<file path="src/rtl/erase_pkg.sv">
// Package: shared state type, result codes and status bit positions
// for the NOR block erase sequencer.
package erase_pkg;

    // Sequencer states
    typedef enum logic [2:0] {
        ST_IDLE,
        ST_CMD,
        ST_FIRST,
        ST_POLL,
        ST_RECHK0,
        ST_RECHK1,
        ST_RESET,
        ST_DONE
    } erase_state_t;

    localparam logic [1:0] RES_OK  = 2'b00;
    localparam logic [1:0] RES_DEV = 2'b01;
    localparam logic [1:0] RES_CYC = 2'b10;

    localparam int CMD_STEPS  = 7;
    localparam int STEP_W     = $clog2(CMD_STEPS);
    localparam int TOGGLE_BIT = 6;
    localparam int DEVTMO_BIT = 5;

    localparam logic [7:0] CMD_RESET   = 8'hF0;
    localparam logic [7:0] CMD_CONFIRM = 8'h30;

endpackage

</file>
<file path="src/rtl/erase_cmd_table.sv">
// Module: erase_cmd_table
// Maps a command step index to the address and data of that write.
// Steps 0..5 are reset plus unlock writes. Their word index is shifted
// by CMD_SHIFT. Step 6 is the erase confirm at the raw block offset.
// Assumes step never exceeds CMD_STEPS-1.
module erase_cmd_table
    import erase_pkg::*;
#(
    parameter int ADDR_W    = 24,
    parameter int CMD_SHIFT = 1
) (
    input  logic [STEP_W-1:0] step,
    input  logic [ADDR_W-1:0] blk_off,
    output logic [ADDR_W-1:0] cmd_addr,
    output logic [7:0]        cmd_data
);

    localparam int IDX_W = 12;

    logic [IDX_W-1:0]  word_idx;
    logic [ADDR_W-1:0] shifted;

    // Select the word index and data byte for the current step
    always_comb begin
        word_idx = '0;
        cmd_data = CMD_RESET;
        case (step)
            3'd0: begin word_idx = 12'h000; cmd_data = CMD_RESET; end
            3'd1: begin word_idx = 12'h555; cmd_data = 8'hAA;     end
            3'd2: begin word_idx = 12'h2AA; cmd_data = 8'h55;     end
            3'd3: begin word_idx = 12'h555; cmd_data = 8'h80;     end
            3'd4: begin word_idx = 12'h555; cmd_data = 8'hAA;     end
            3'd5: begin word_idx = 12'h2AA; cmd_data = 8'h55;     end
            default: begin word_idx = '0;   cmd_data = CMD_CONFIRM; end
        endcase
    end

    generate
        if (CMD_SHIFT == 0) begin : g_noshift
            assign shifted = ADDR_W'(word_idx);
        end else begin : g_shift
            assign shifted = ADDR_W'(word_idx) << CMD_SHIFT;
        end
    endgenerate

    // Confirm step uses the unshifted byte offset
    always_comb begin
        cmd_addr = (step == STEP_W'(CMD_STEPS - 1)) ? blk_off : shifted;
    end

endmodule

</file>
<file path="src/rtl/erase_status_eval.sv">
// Module: erase_status_eval
// Compares a new status byte with the previous one. It flags a flipped
// busy-toggle bit and reports the device's internal timeout flag in the
// new byte. Purely combinational.
module erase_status_eval
    import erase_pkg::*;
(
    input  logic [7:0] prev_stat,
    input  logic [7:0] new_stat,
    output logic       toggling,
    output logic       dev_flag
);

    logic [7:0] diff;

    // Bitwise difference of consecutive reads and the two decision bits
    always_comb begin
        diff     = prev_stat ^ new_stat;
        toggling = diff[TOGGLE_BIT];
        dev_flag = new_stat[DEVTMO_BIT];
    end

endmodule

</file>
<file path="src/rtl/erase_cycle_timer.sv">
// Module: erase_cycle_timer
// Latches the polling budget on load. It restarts at 1 on clear, so its
// value equals the cycles elapsed since the clear edge. It counts up
// with saturation. Over is high while the elapsed count is above the
// budget.
module erase_cycle_timer #(
    parameter int CNT_W = 32
) (
    input  logic             clk,
    input  logic             rst_n,
    input  logic             load,
    input  logic [CNT_W-1:0] limit_in,
    input  logic             clear,
    output logic             over
);

    localparam logic [CNT_W-1:0] CNT_MAX = '1;

    logic [CNT_W-1:0] limit_q;
    logic [CNT_W-1:0] cnt_q;

    // Budget register, captured when an operation starts
    always_ff @(posedge clk) begin
        if (!rst_n)    limit_q <= '0;
        else if (load) limit_q <= limit_in;
    end

    // Elapsed-cycle counter, saturating at all ones
    always_ff @(posedge clk) begin
        if (!rst_n)                cnt_q <= '0;
        else if (clear)            cnt_q <= CNT_W'(1);
        else if (cnt_q != CNT_MAX) cnt_q <= cnt_q + CNT_W'(1);
    end

    assign over = (cnt_q > limit_q);

endmodule

</file>
<file path="src/rtl/nor_sector_erase.sv">
// Module: nor_sector_erase (top)
// Runs one NOR block erase: unlock writes, erase confirm, then status
// polling by toggle comparison with device and cycle timeouts. Bus rule:
// a transfer completes at the edge where fl_req and fl_ack are both high.
// Read data is valid in that cycle. Start is taken only when idle.
module nor_sector_erase
    import erase_pkg::*;
#(
    parameter int ADDR_W    = 24,
    parameter int CNT_W     = 32,
    parameter int CMD_SHIFT = 1
) (
    input  logic              clk,
    input  logic              rst_n,
    input  logic              start,
    input  logic [ADDR_W-1:0] blk_off,
    input  logic [CNT_W-1:0]  tmo_limit,
    output logic              busy,
    output logic              done,
    output logic [1:0]        err,
    output logic              fl_req,
    output logic              fl_we,
    output logic [ADDR_W-1:0] fl_addr,
    output logic [7:0]        fl_wdata,
    input  logic              fl_ack,
    input  logic [7:0]        fl_rdata
);

    erase_state_t      state_q;
    logic [STEP_W-1:0] step_q;
    logic [ADDR_W-1:0] off_q;
    logic [7:0]        prev_q;
    logic [1:0]        res_q;

    logic [ADDR_W-1:0] tbl_addr;
    logic [7:0]        tbl_data;
    logic              toggling;
    logic              dev_flag;
    logic              tmr_over;
    logic              accept;
    logic              xfer;

    assign accept = (state_q == ST_IDLE) && start;
    assign xfer   = fl_req && fl_ack;

    erase_cmd_table #(
        .ADDR_W    (ADDR_W),
        .CMD_SHIFT (CMD_SHIFT)
    ) u_tbl (
        .step     (step_q),
        .blk_off  (off_q),
        .cmd_addr (tbl_addr),
        .cmd_data (tbl_data)
    );

    erase_status_eval u_eval (
        .prev_stat (prev_q),
        .new_stat  (fl_rdata),
        .toggling  (toggling),
        .dev_flag  (dev_flag)
    );

    erase_cycle_timer #(
        .CNT_W (CNT_W)
    ) u_tmr (
        .clk      (clk),
        .rst_n    (rst_n),
        .load     (accept),
        .limit_in (tmo_limit),
        .clear    ((state_q == ST_FIRST) && xfer),
        .over     (tmr_over)
    );

    // Bus drive decoded from the current state
    always_comb begin
        fl_req   = 1'b0;
        fl_we    = 1'b0;
        fl_addr  = off_q;
        fl_wdata = 8'h00;
        case (state_q)
            ST_CMD: begin
                fl_req   = 1'b1;
                fl_we    = 1'b1;
                fl_addr  = tbl_addr;
                fl_wdata = tbl_data;
            end
            ST_FIRST, ST_POLL, ST_RECHK0, ST_RECHK1: begin
                fl_req = 1'b1;
            end
            ST_RESET: begin
                fl_req   = 1'b1;
                fl_we    = 1'b1;
                fl_addr  = '0;
                fl_wdata = CMD_RESET;
            end
            default: ;
        endcase
    end

    // Sequencer state, command step and result
    always_ff @(posedge clk) begin
        if (!rst_n) begin
            state_q <= ST_IDLE;
            step_q  <= '0;
            res_q   <= RES_OK;
        end else begin
            case (state_q)
                ST_IDLE: if (start) begin
                    state_q <= ST_CMD;
                    step_q  <= '0;
                    res_q   <= RES_OK;
                end
                ST_CMD: if (xfer) begin
                    if (step_q == STEP_W'(CMD_STEPS - 1)) state_q <= ST_FIRST;
                    else                                 step_q  <= step_q + 1'b1;
                end
                ST_FIRST: if (xfer) state_q <= ST_POLL;
                ST_POLL: if (xfer) begin
                    if (!toggling)     state_q <= ST_RESET;
                    else if (dev_flag) state_q <= ST_RECHK0;
                    else if (tmr_over) begin
                        state_q <= ST_DONE;
                        res_q   <= RES_CYC;
                    end
                end
                ST_RECHK0: if (xfer) state_q <= ST_RECHK1;
                ST_RECHK1: if (xfer) begin
                    if (toggling) begin
                        state_q <= ST_DONE;
                        res_q   <= RES_DEV;
                    end else begin
                        state_q <= ST_RESET;
                    end
                end
                ST_RESET: if (xfer) state_q <= ST_DONE;
                ST_DONE:  state_q <= ST_IDLE;
                default:  state_q <= ST_IDLE;
            endcase
        end
    end

    // Block offset captured on an accepted start
    always_ff @(posedge clk) begin
        if (!rst_n)      off_q <= '0;
        else if (accept) off_q <= blk_off;
    end

    // Previous status byte, updated on every status read
    always_ff @(posedge clk) begin
        if (!rst_n) prev_q <= '0;
        else if (xfer && !fl_we) prev_q <= fl_rdata;
    end

    assign busy = (state_q != ST_IDLE);
    assign done = (state_q == ST_DONE);
    assign err  = res_q;

endmodule

</file>
<file path="config.mk">
export PLATFORM = sky130hd
export DESIGN_NAME = nor_sector_erase
export DESIGN_NICKNAME = d
export VERILOG_FILES = /design/src/rtl/erase_pkg.sv /design/src/rtl/erase_cmd_table.sv /design/src/rtl/erase_status_eval.sv /design/src/rtl/erase_cycle_timer.sv /design/src/rtl/nor_sector_erase.sv
export SDC_FILE = /design/constraint.sdc
export NUM_CORES = 1
export LEC_CHECK = 0
export BUFFER_PORTS_ARGS = -buffer_cell sky130_fd_sc_hd__buf_2
export CORE_ASPECT_RATIO = 1.5
export CORE_MARGIN = 3
export CORE_UTILIZATION = 50
export CTS_BUF_LIST = sky130_fd_sc_hd__clkbuf_16
export DETAILED_ROUTE_END_ITERATION = 16
export MAX_ROUTING_LAYER = met4
export PLACE_DENSITY_LB_ADDON = 0.25
export SYNTH_ARGS = -nofsm -noshare
export SYNTH_HDL_FRONTEND = slang
export SYNTH_SLANG_ARGS = --single-unit
export TNS_END_PERCENT = 10
</file>
<file path="constraint.sdc">
create_clock -name clk -period 2.11 [get_ports clk]
set_clock_uncertainty 0.15 [all_clocks]
set_input_delay 0.422 -clock clk [delete_from_list [all_inputs] [get_ports clk]]
set_output_delay 0.422 -clock clk [all_outputs]
set_load 0.05 [all_outputs]
</file>
Yosys cells after proc, flatten, opt, wreduce, memory -nomap -nowiden
Index checks and enable logic that the tools add are counted.
Word-level totals
  flip-flop bits (word level): 103
  logic and storage cells: 95
Cells by class
  eq/ne operators: 28
  bitwise operators: 2
  reductions and logical operators: 20
  mux-type cells: 34
  order comparisons: 1
  add/subtract/negate cells: 2
Operator list (count)
  $pmux 24 s2: 1
  $mux 3: 14
  $add 32x1->32 const B: 1
  $gt 32x32->1: 1
  $ne 32x32->1 const B: 1
  $pmux 8 s4: 1
  $mux 24: 1
  $pmux 3 s8: 1
  $ne 2x2->1 const B: 11
  $pmux 11 s2: 1
  $eq 3x3->1 const B: 7
  $pmux 8 s2: 1
  $mux 2: 7
  $eq 3x2->1 const B: 4
  $reduce_and 9->1: 1
  $reduce_and 8->1: 1
  $reduce_or 2->1: 4
  $xor 7x7->7: 1
  $eq 3x1->1 const B: 2
  $logic_not 3->1: 2
  $pmux 2 s3: 1
  $pmux 3 s2: 1
  $reduce_bool 3->1: 2
  $reduce_or 6->1: 1
  10 further kinds: 19

Depth between registers and ports, before layout
  depth in word-level cells: 6
  mapped depth: 8
  depth with buffers taken out: 8

Modules after synthesis
A second synthesis with hierarchy kept.
Unflattened totals
  cell total of the unflattened synthesis: 722
  area, all modules: 6037.0 sq um
By module, submodules not included
  erase_cycle_timer: area each 3686.0 sq um, instances 1, cells an instance 423, sequential area each 1281.2 sq um
  nor_sector_erase: area each 2016.9 sq um, instances 1, cells an instance 245, sequential area each 800.8 sq um
  erase_cmd_table: area each 317.8 sq um, instances 1, cells an instance 52, sequential area each 0.0 sq um
  erase_status_eval: area each 16.3 sq um, instances 1, cells an instance 2, sequential area each 0.0 sq um

Least setup slack after synthesis
OpenSTA, ideal clock, no wires.
  path kind: reg2out
  start point: register state_q[2]
  end point: output port fl_wdata[4]
  setup slack: -683 ps
  path buffers: 2
  stages on the path, launching flop included: 6
  arrival: 2221 ps
  required time: 1538 ps
  cells stage by stage: dfxtp_1 -> clkbuf_1 -> or3b_1 -> clkbuf_1 -> a21o_1 -> o21ai_0
On the way
  longest elaborated chain between the ends: 2
  elaborated cells on any way between the ends: 3
  those cells by class: eq/ne (2); mux (1)
Ends and longest elaborated chain
  from (decl): line nor_sector_erase.sv:29  | erase_state_t state_q;
  from (signal assigned): line nor_sector_erase.sv:103  | state_q <= ST_IDLE;
  from (signal assigned): line nor_sector_erase.sv:109  | state_q <= ST_CMD;
  from (signal assigned): line nor_sector_erase.sv:114  | if (step_q == STEP_W'(CMD_STEPS - 1)) state_q <= ST_FIRST;
  $eq 3x3->1 or $eq 3x1->1 (tied branches): line nor_sector_erase.sv:80  | case (state_q)
  $pmux 8 s2 (*): line nor_sector_erase.sv:80
  to (decl): line nor_sector_erase.sv:24  | output logic [7:0] fl_wdata,
Every way passes the cells marked *; elsewhere a longest branch is shown, timed or not.

Worst setup path after layout
  start point: register step_q[1]
  end point: output port fl_addr[1]
On the way
  longest elaborated chain between the ends: 5
  elaborated cells on any way between the ends: 11
  those cells by class: eq/ne (6); mux (3); reduce/logical (2)
Ends and longest elaborated chain
  from (decl): line nor_sector_erase.sv:30  | logic [STEP_W-1:0] step_q;
  from (signal assigned): line nor_sector_erase.sv:115  | else step_q <= step_q + 1'b1;
  $eq 3x1->1, or another cell as far along: line erase_cmd_table.sv:27  | case (step)
  $reduce_or 3->1 (no source line) or $reduce_or 2->1 (tied branches)
  $pmux 11 s2: line erase_cmd_table.sv:27
  $mux 24 (*): line erase_cmd_table.sv:48  | cmd_addr = (step == STEP_W'(CMD_STEPS - 1)) ? blk_off : shifted;
  $pmux 24 s2 (*): line nor_sector_erase.sv:80
  to (decl): line nor_sector_erase.sv:23  | output logic [ADDR_W-1:0] fl_addr,
Marked as above.

==> metrics.md <==
| Metric | Value |
|---|---|
| Status | complete, but fails checks |
| Failing checks | setup timing |
| DRT met1 WL | 5660 um |
| Required time of the critical path | 1.54 ns |
| Met3 WL | 611 um |
| PD cells | 689 nW/um^2 |
| Worst Tran Pin Value | 0.476 ns |
| Cell Chain, Critical Path | buf_6 > ha_4 > ha_4 > nor3_4 > nor2b_2 > o21a_2 > buf_8 |
| Worst slack, placed | -0.277 ns |
| Final Core Density | 72.7% |
| Top-area cell type share of the netlist area | 38.0% |
| Top cells by area, synth | dfxtp_1 (38%), nand2_1 (11%), ha_1 (9.3%), a21oi_1 (8.3%), xor2_1 (3.6%) |
| Final std cells w/o fill | 942 |
| Syn avg cell area | 7.74 um^2 |
| Number of flops mapped to enable cells by yosys | 0 |
| Grt ovf | 0 |
| Endpoints failing setup | 35 |
| Crit path max-delay cell type | dfxtp_4 |
| Netlist Area Pre-Place | 5110 um^2 |
| WL final | 14600 um |
| CP arrival | 1.88 ns |
| Top Layer Used | met4 |
| Post-synthesis cell type count | 50 |
| Seq cells post-synth | 97 |
| Area grow syn2layout | 39.4% |
| First-pass GRT wire length | 23100 um |
| Initial Util | 52.1% |
| RSZ-0062 raised after global routing | yes |
| Vias | 5180 |
| Row count | 44 |
| Critical path peak fanout | 4 |
| Kind of critical path | register to primary output |
| Number of diodes | 0 |
| Max_slew headroom | 68.3% |
| Mean routed wirelength per cell | 15.5 um |
| Largest net degree at the start of global routing | 52 |
| DRC Markers | 0 |
| Antenna violation net count after detailed routing | 0 |
| PortBufs | 99 |
| # placed instances | 922 |
| Final Cycle Share | 116% |
| Top-count cell post-synth | nand2_1 |
| Max Freq | 408 MHz |
| GP Congestion | 0.915 |
| Worst vdd ir | 0.000480 V |
| Final Worst Setup Slack | -0.339 ns |
| Clock transition at the registers of the reported paths | 0.07 ns |
| Endpoints failing hold | 0 |
| Die W | 88.5 um |
| FFs w/ async S/R, synth | 0% |
| GRT Util Overall | 26.1% |
| Main synth FF type | dfxtp_1 |
| Max cap viols | 0 |
| Critical Path Source Type | register |
| Fin. max-slew vios | 0 |
| Core Footprint | 9800 um^2 |
| DR iter-0 viols | 249 |
| Syn Nets | 766 |
| Clock tree buffer depth | 2 |
| I/O pin cnt | 106 |
| Hold slack final | 0.154 ns |
| CTS tree | done |
| Clk root buf | clkbuf_16 |
| DIE AREA | 11500 um^2 |
| Fin crit period | 2.45 ns |
| Chip Height | 130 um |
| Mapped Cells | 660 |
| Sink Count | 97 |
| Register area share after synthesis | 38.0% |
| Top cell types by occurrence after synthesis | nand2_1 (145), dfxtp_1 (97), a21oi_1 (85), nor2_1 (47) |
| Initial antenna violation count | 0 |
| Vias per cell | 5.50 |
| Share of layout cells above drive strength 1 | 33.4% |
| Vias in the first global route | 5196 |
| H-Tree Depth | 3 |
| Critical path's largest stage delay | 0.37 ns |
| HP Class | input pin to register |
| DPL Wire Length | 10200 um |
| CTS Buf Count | 9 |
| Crit end category | primary output |
| First drt pass iteration count | 5 |
| Critical Path Most Common Cell | ha_4 |
| Area leader, netlist | dfxtp_1 |
| WL met2 | 7860 um |
| Synth Warn # | 0 |
| Clk Latency, worst-skew pair | 0.35 ns |
| Layout Nets | 929 |
| Static Leakage | 3.14 nW |
[power breakdown]
| part | internal [mW] | total, mW | switching (mW) |
|---|---|---|---|
| clock network | 0.801 | 1.52 | 0.722 |
| logic | 0.540 | 1.38 | 0.843 |
| registers | 1.94 | 2.00 | 0.0611 |
| total | 3.28 | 4.91 | 1.63 |
[flip-flops by register name, indices dropped and copies added, names as in the netlist]
name	count
err	2
off_q	24
prev_q	1
state_q	3
step_q	3
u_tmr.cnt_q	32
u_tmr.limit_q	32
[cell usage in the layout, fill, tap and decap left out, drive strengths merged, types with 2 or more instances in the layout]
cell type  synthesis  final
xnor2              9      9
nor3              11     11
nor4               5      5
nor2              47     47
and2              15     15
buf                8    181
nor3b              3      3
mux2i              2      2
nand4             18     18
nand2            145    145
o21ai             14     14
o21a               7      7
o221a              2      2
a21o               6      6
a211oi             2      2
dfxtp             97     97
ha                38     38
nor2b              7      7
a311oi             2      2
clkinv             0      2
nand3b             3      3
and4               4      4
a21boi             2      2
o211ai             3      3
xor2              21     21
inv               40     44
a21oi             86     86
clkbuf            23     11
a31oi              4      4
nand3             18     18
and3               6      6
or3                3      3
[final cells by class]
cell class	instances	area, um^2
Timing Repair Buffer	183	1390
Clock buffer	9	225
Fill cell	737	2680
Inverter	40	153
Tap cell	115	144
Clock inverter	6	43.8
Sequential cell	97	1950
Multi-Input combinational cell	492	3220
[final timing paths]
path	start	endpoint	slack (ns)	cells after the start
setup reg to reg	u_tmr.limit_q[23]$_SDFFE_PN0P_	err[0]$_SDFFE_PN0P_	-0.14	9
setup / recovery	step_q[1]$_SDFFE_PN0P_	fl_addr[1]	-0.34	7
hold reg to reg	off_q[15]$_SDFFE_PN0P_	off_q[15]$_SDFFE_PN0P_	0.31	2
hold / removal	blk_off[12]	off_q[12]$_SDFFE_PN0P_	0.15	3
[worst max-delay path: cells and delay by family, from the launching register on]
family                   cells  cell delay [ns]
flip-flops                   1             0.37
AND/OR/NAND/NOR              2             0.35
adder cells (fa/ha/maj)      2             0.31
buffers and inverters        2             0.28
AO/OA/AOI/OAI                1             0.22
[kinds of logic after synthesis]
group / count (synthesis) / synth area share [%]
simple gates: 289 / 26.3
compound gates: 133 / 15.3
flops: 97 / 38.0
mux: 2 / 0.392
fa+ha+maj: 38 / 9.30
buf+inv: 71 / 5.48
xor+xnor: 30 / 5.14
[routing by layer]
layer / vias up / track usage (%)
met5: - / -
met4: 0 / 10.2
li1: 2553 / -
met3: 42 / 4.67
met2: 141 / 46.2
met1: 2444 / 28.5
[per-stage QoR]
step                power, mW  instance area, um^2  TNS (ns)
finish                   4.91                 7120     -7.58
global route             5.10                 7120     -9.74
CTS                      4.87                 6930     -8.38
detailed placement       3.19                 6290     -6.01
floorplan                2.82                 5170     -3.55
global placement         3.16                 6290     -4.39
[repair_timing]
| action | CTS | global route |
|---|---|---|
| gates resized for setup | 102 | 46 |
| setup endpoints to repair | 38 | 61 |
| pin swaps | 15 | 13 |
| hold buffers | 0 | 0 |
| buffers inserted | 4 | 1 |
Power figures use the tool's default switching activity.
